===== src/rtl/mstep_pkg.sv =====
package mstep_pkg;
  localparam int GATE_W = 16;
  localparam int G_PCOUT   = 0;
  localparam int G_MARIN   = 1;
  localparam int G_READ    = 2;
  localparam int G_CLRY    = 3;
  localparam int G_CARRY   = 4;
  localparam int G_ADD     = 5;
  localparam int G_ZIN     = 6;
  localparam int G_ZOUT    = 7;
  localparam int G_PCIN    = 8;
  localparam int G_MDROUT  = 9;
  localparam int G_IRIN    = 10;
  localparam int G_R3OUT   = 11;
  localparam int G_R1OUT   = 12;
  localparam int G_YIN     = 13;
  localparam int G_R1IN    = 14;
  localparam int G_END     = 15;

  typedef struct packed {
    logic launch;
    logic advance;
    logic restart;
  } stepCmd_t;
endpackage


===== src/rtl/mstep_counter.sv =====
module mstep_counter
  import mstep_pkg::*;
#(
  parameter int STEP_W = 3
) (
  input  logic              clk,
  input  logic              rst,
  input  stepCmd_t          cmd,
  output logic [STEP_W-1:0] step,
  output logic              running,
  output logic              done
);
  localparam logic [STEP_W-1:0] FIRST_STEP = STEP_W'(1);

  always_ff @(posedge clk) begin
    if (rst) begin
      step    <= FIRST_STEP;
      running <= 1'b0;
      done    <= 1'b0;
    end else begin
      done <= cmd.restart;
      if (cmd.restart) begin
        step    <= FIRST_STEP;
        running <= 1'b0;
      end else if (cmd.launch) begin
        running <= 1'b1;
      end else if (cmd.advance) begin
        step <= step + STEP_W'(1);
      end
    end
  end

  a_r8_done_single: assert property (@(posedge clk) disable iff (rst)
    done |=> !done);
  a_r8_back_to_first: assert property (@(posedge clk) disable iff (rst)
    done |-> (step == FIRST_STEP && !running));
endmodule


===== src/rtl/mstep_decode.sv =====
module mstep_decode
  import mstep_pkg::*;
#(
  parameter int STEP_W = 3,
  parameter int OP_W   = 4,
  parameter logic [OP_W-1:0] ADD_OP = OP_W'(3)
) (
  input  logic              clk,
  input  logic              rst,
  input  logic [STEP_W-1:0] step,
  input  logic              running,
  input  logic              start,
  input  logic              memDone,
  input  logic [OP_W-1:0]   opcode,
  output logic [GATE_W-1:0] gates,
  output stepCmd_t          cmd
);
  logic             isAdd;
  logic             waitStep;
  logic [GATE_W-1:0] raw;
  logic [4:0]       busOuts;

  assign isAdd = (opcode == ADD_OP);

  always_comb begin
    raw      = '0;
    waitStep = 1'b0;
    case (step)
      STEP_W'(1): begin
        raw[G_PCOUT] = 1'b1; raw[G_MARIN] = 1'b1; raw[G_READ] = 1'b1;
        raw[G_CLRY]  = 1'b1; raw[G_CARRY] = 1'b1; raw[G_ADD]  = 1'b1;
        raw[G_ZIN]   = 1'b1;
      end
      STEP_W'(2): begin
        raw[G_ZOUT] = 1'b1; raw[G_PCIN] = 1'b1;
        waitStep    = 1'b1;
      end
      STEP_W'(3): begin
        raw[G_MDROUT] = 1'b1; raw[G_IRIN] = 1'b1;
      end
      STEP_W'(4): begin
        if (isAdd) begin
          raw[G_R3OUT] = 1'b1; raw[G_MARIN] = 1'b1; raw[G_READ] = 1'b1;
        end else begin
          raw[G_END] = 1'b1;
        end
      end
      STEP_W'(5): begin
        raw[G_R1OUT] = 1'b1; raw[G_YIN] = 1'b1;
        waitStep     = 1'b1;
      end
      STEP_W'(6): begin
        raw[G_MDROUT] = 1'b1; raw[G_ADD] = 1'b1; raw[G_ZIN] = 1'b1;
      end
      STEP_W'(7): begin
        raw[G_ZOUT] = 1'b1; raw[G_R1IN] = 1'b1; raw[G_END] = 1'b1;
      end
      default: raw = '0;
    endcase
  end

  assign gates       = running ? raw : '0;
  assign cmd.launch  = !running && start;
  assign cmd.restart = running && raw[G_END];
  assign cmd.advance = running && !raw[G_END] && !(waitStep && !memDone);

  assign busOuts = {gates[G_PCOUT], gates[G_ZOUT], gates[G_MDROUT],
                    gates[G_R3OUT], gates[G_R1OUT]};

  a_r11_single_bus_driver: assert property (@(posedge clk) disable iff (rst)
    $countones(busOuts) <= 1);
endmodule


===== src/rtl/mstep_seq.sv =====
module mstep_seq
  import mstep_pkg::*;
#(
  parameter int NUM_STEPS = 7,
  parameter int OP_W      = 4,
  parameter logic [OP_W-1:0] ADD_OP = OP_W'(3)
) (
  input  logic              clk,
  input  logic              rst,
  input  logic              start,
  input  logic [OP_W-1:0]   opcode,
  input  logic              memDone,
  output logic [GATE_W-1:0] ctrlGates,
  output logic              done
);
  localparam int STEP_W = $clog2(NUM_STEPS + 1);

  logic [STEP_W-1:0] step;
  logic              running;
  stepCmd_t          cmd;

  mstep_counter #(.STEP_W(STEP_W)) u_counter (
    .clk(clk), .rst(rst), .cmd(cmd),
    .step(step), .running(running), .done(done)
  );

  mstep_decode #(.STEP_W(STEP_W), .OP_W(OP_W), .ADD_OP(ADD_OP)) u_decode (
    .clk(clk), .rst(rst), .step(step), .running(running),
    .start(start), .memDone(memDone), .opcode(opcode),
    .gates(ctrlGates), .cmd(cmd)
  );

  a_r3_hold_on_wait: assert property (@(posedge clk) disable iff (rst)
    ((ctrlGates[G_PCIN] || ctrlGates[G_YIN]) && !memDone) |=> $stable(ctrlGates));
  a_r8_done_after_end: assert property (@(posedge clk) disable iff (rst)
    done |-> $past(ctrlGates[G_END]));
  a_r8_quiet_on_done: assert property (@(posedge clk) disable iff (rst)
    done |-> (ctrlGates == '0));
endmodule


===== config.mk =====
export PLATFORM = sky130hd
export DESIGN_NAME = mstep_seq
export DESIGN_NICKNAME = d
export VERILOG_FILES = /design/src/rtl/mstep_pkg.sv /design/src/rtl/mstep_counter.sv /design/src/rtl/mstep_decode.sv /design/src/rtl/mstep_seq.sv
export SDC_FILE = /design/constraint.sdc
export NUM_CORES = 1
export LEC_CHECK = 0
export ABC_CLOCK_PERIOD_IN_PS = 1900
export BUFFER_PORTS_ARGS = -buffer_cell sky130_fd_sc_hd__buf_2
export CAP_MARGIN = 20
export CORE_AREA = 4 4 41 43
export DETAILED_ROUTE_END_ITERATION = 6
export DIE_AREA = 0 0 45 47
export GPL_TIMING_DRIVEN = 1
export PLACE_DENSITY = 0.67
export REMOVE_ABC_BUFFERS = 1
export SETUP_SLACK_MARGIN = 0.4
export SLEW_MARGIN = 40
export SYNTH_ARGS = -nofsm -noshare
export SYNTH_HDL_FRONTEND = slang
export SYNTH_HIERARCHICAL = 1
export SYNTH_SLANG_ARGS = --single-unit

===== constraint.sdc =====
create_clock -name clk -period 1.9 [get_ports clk]
set_input_delay 0.475 -clock clk [delete_from_list [all_inputs] [get_ports clk]]
set_output_delay 0.475 -clock clk [all_outputs]
set_load 0.01 [all_outputs]

==> impl_metrics.csv <==
group,metric,value,unit
timing,hold_slack,0.4478,ns
critical_path,worstPathRequired,1.42,ns
layout,final_layout_size_suffix_gt1_share,75.00,%
global_route,grt_overflow,0,
critical_path,worstPathMaxFanout,3,
clocking,cts_max_level,1,
clocking,clock_latency,0.24,ns
global_route,grt_busiest_layer,"met2",
timing,final_hold_viol_count,0,
critical_path,slowest_delay,0.34,ns
timing,rsz0062_at_grt,"true",
routing,drc,0,
yosys,yosysUniqueCellTypes,23,
global_route,grtUsageTotal,13.69,%
yosys,synth.area.top_cells,"dfxtp_1 (23%), buf_4 (10%), nand2b_1 (5.8%)",
yosys,synthAdderAreaFrac,2.890,%
timing,clock.fmax,521.3,MHz
clocking,clock_path_buffers,2,
pwr,total_power,0.0004452,W
layout,fin_cells,103,
clocking,cts_root_buffer,"clkbuf_4",
layout,fillers,116,
routing,via_count,515,
critical_path,path_cells,"buf_2 > and4bb_1 > or3_1 > a21oi_2 > buf_2",
layout,area_growth,98.55,%
timing,min_period,1.918,ns
yosys,yosys.area_share.simple,41.91,%
outcome,violations,"setup timing",
global_route,grt_use_met1,13.70,%
timing,min_period_over_period,101.0,%
timing,slew_violations,0,
placed_design,gp_congestion,0.6828,
die,start_util,33.27,%
global_route,grt_max_degree,9,
routing,antenna_left,0,
critical_path,cp_common_cell,"buf_2",
die,dieArea,2115,sq um
die,io_pins,25,
pwr,p_leak,0.3943,nW
clocking,cts_tree,"done",
outcome,outcome,"complete, but fails checks",
critical_path,critical_path_buf_inv_count,2,
yosys,synth_compound_area_share,8.382,%
global_route,grtUsageMet2,25.99,%
yosys,ys.warnings.count,6,
yosys,synth.top_cell.area_share,23.12,%
yosys,ys_ff_latch,5,
critical_path,crit_slowest_cell,"or3_1",
pwr,p_per_area,518.0,nW/um^2
run,drv_cap,0,
critical_path,path_class,"primary input to output pin",
timing,worstMarginPinSlew,0.2875,ns
timing,slew_headroom,80.67,%
critical_path,crit_arrival,1.44,ns
yosys,synthMuxAreaShare,4.624,%
global_route,use_met3,3.448,%
yosys,synthFlopType,"dfxtp_1",
yosys,yosys-top-cells-count,"buf_4 (6), nor2_1 (6), dfxtp_1 (5)",
routing,wirelength,1434,um
die,fp-row-count,13,
routing,first_iter_violations,0,
yosys,synth_area,432.9,sq um
die,die_y,47,um
pwr,peakVddDrop,0.0004232,V
placed_design,place_inst,86,
worst_hold_path,hp-class,"primary input to flop",
layout,regArea,115.1,sq um
yosys,yosysTopAreaCell,"dfxtp_1",
yosys,synth_edf_count,0,
critical_path,critPathLaunchType,"primary input",
global_route,grt_pass1_vias,461,
routing,via_per_inst,5.000,
placed_design,port_buffers,24,
clocking,cts_sinks,5,
yosys,ys_seq_area_share,23.12,%
layout,insertedDiodeCount,0,
timing,fin_worst_skew,0.005154,ns
timing,tns,-0.01825,ns
routing,dr.pass1.iters,1,
yosys,synth-async-reset-ratio,0,%
yosys,synth_top_family_by_area,"simple AND/OR/NAND/NOR gates",
timing,fin_ws,-0.01825,ns
layout,multiInputGateArea,387.9,sq um
global_route,grt_pass1_wl,2035,um
global_route,antenna_found_initial,0,
timing,setup_violations,1,
critical_path,crit_family,"simple AND/OR/NAND/NOR gates",
clocking,cts_made_buffers,3,
placed_design,hpwl,767.3,um
yosys,synthXorXnorAreaFrac,4.046,%
critical_path,crit_path_end_kind,"output pin",
yosys,synth_area_per_cell,8.168,sq um
layout,num-nets-final,98,
yosys,syn_inst,53,
die,dieWidth,45,um
routing,avgRoutedWirePerCell,13.92,um
clocking,path_clk_slew,0.04,ns
die,core_area,1301,sq um
## sequential cells by signal (all words and copies together), names as in the netlist
signal             flops
u_counter/running      1
u_counter/step         3
u_counter/done         1
## report_power, final
group	internal, W	total [W]	switching [W]	leakage, nW
Combinational	0.000112	0.000197	0.0000851	0.336
Clock	0.0000793	0.000121	0.0000413	0.0150
Sequential	0.000112	0.000128	0.0000158	0.0430
## layout by cell type (no fill, tap or decap), types with 2 or more instances in the layout
master | netlist | routed
a21oi_2 | 0 | 2
nor2b_4 | 1 | 3
clkbuf_4 | 0 | 3
nand2b_4 | 0 | 3
nor3_1 | 4 | 3
nor4b_2 | 0 | 2
or3_1 | 2 | 2
dfxtp_4 | 0 | 4
xor2_1 | 2 | 2
nor2_4 | 0 | 3
nand2_4 | 0 | 2
nor2_1 | 6 | 3
buf_2 | 1 | 15
buf_4 | 6 | 9
buf_6 | 0 | 15
mux2i_1 | 2 | 2
nor2b_1 | 4 | 2
## per-layer routing
layer | up-vias | share of wire, % | wire, um
li1 | 252 | - | -
met1 | 228 | 31 | 448
met2 | 25 | 56 | 807
met3 | 10 | 6.7 | 96
met4 | 0 | 5.7 | 82
met5 | - | 0 | 0
## logic make-up after synthesis
kind of cell             Yosys count
AND/OR/NAND/NOR                   30
buffers and inverters              8
AO/OA/AOI/OAI                      5
flip-flops                         5
XOR/XNOR                           2
multiplexers                       2
adder cells (fa/ha/maj)            1
## worst reg2reg max path: stages (launching register included)
cell and delay (ns):
dfxtp_4 0.36, buf_4 0.15, o31ai_1 0.31, a311oi_2 0.09
nor2b_4 0.15, xor2_1 0.14, or3_1 0.30
## metrics by stage
step,instance area (sq um),utilization (%),setup slack (ns)
after CTS,721.9,55.48,0.01042
final,859.6,66.06,-0.01825
after global placement,521.8,40.10,-0.08235
after floorplan,367.9,-,0.04656
after detailed placement,521.8,40.10,-0.1067
after global routing,859.6,66.06,-0.05896
## path summary, 6_finish.rpt
check,startpoint,endpoint,slack (ns),depth (start not counted)
max,opcode[1],ctrlGates[15],-0.02,5
min,rst,u_counter/step[2]$_SDFFE_PP0P_,0.45,2
max reg2reg,u_counter/step[2]$_SDFFE_PP0P_,u_counter/step[0]$_SDFFE_PP1P_,0.27,6
min reg2reg,u_counter/running$_SDFFE_PP0P_,u_counter/running$_SDFFE_PP0P_,0.57,2
## layout make-up
type,instances,share of cell area [%]
clock buffer,4,3.057
multi-input combinational,40,45.12
sequential,5,13.39
tap,15,2.183
timing repair buffer,39,36.24
## repair_timing
action | CTS | global route
hold buffers | 0 | 0
pin swaps | 7 | 7
endpoints found under the setup margin | 19 | 19
buffers inserted | 9 | 4
gates resized for setup | 29 | 22
Note: power is estimated with default switching activity, not from simulation.
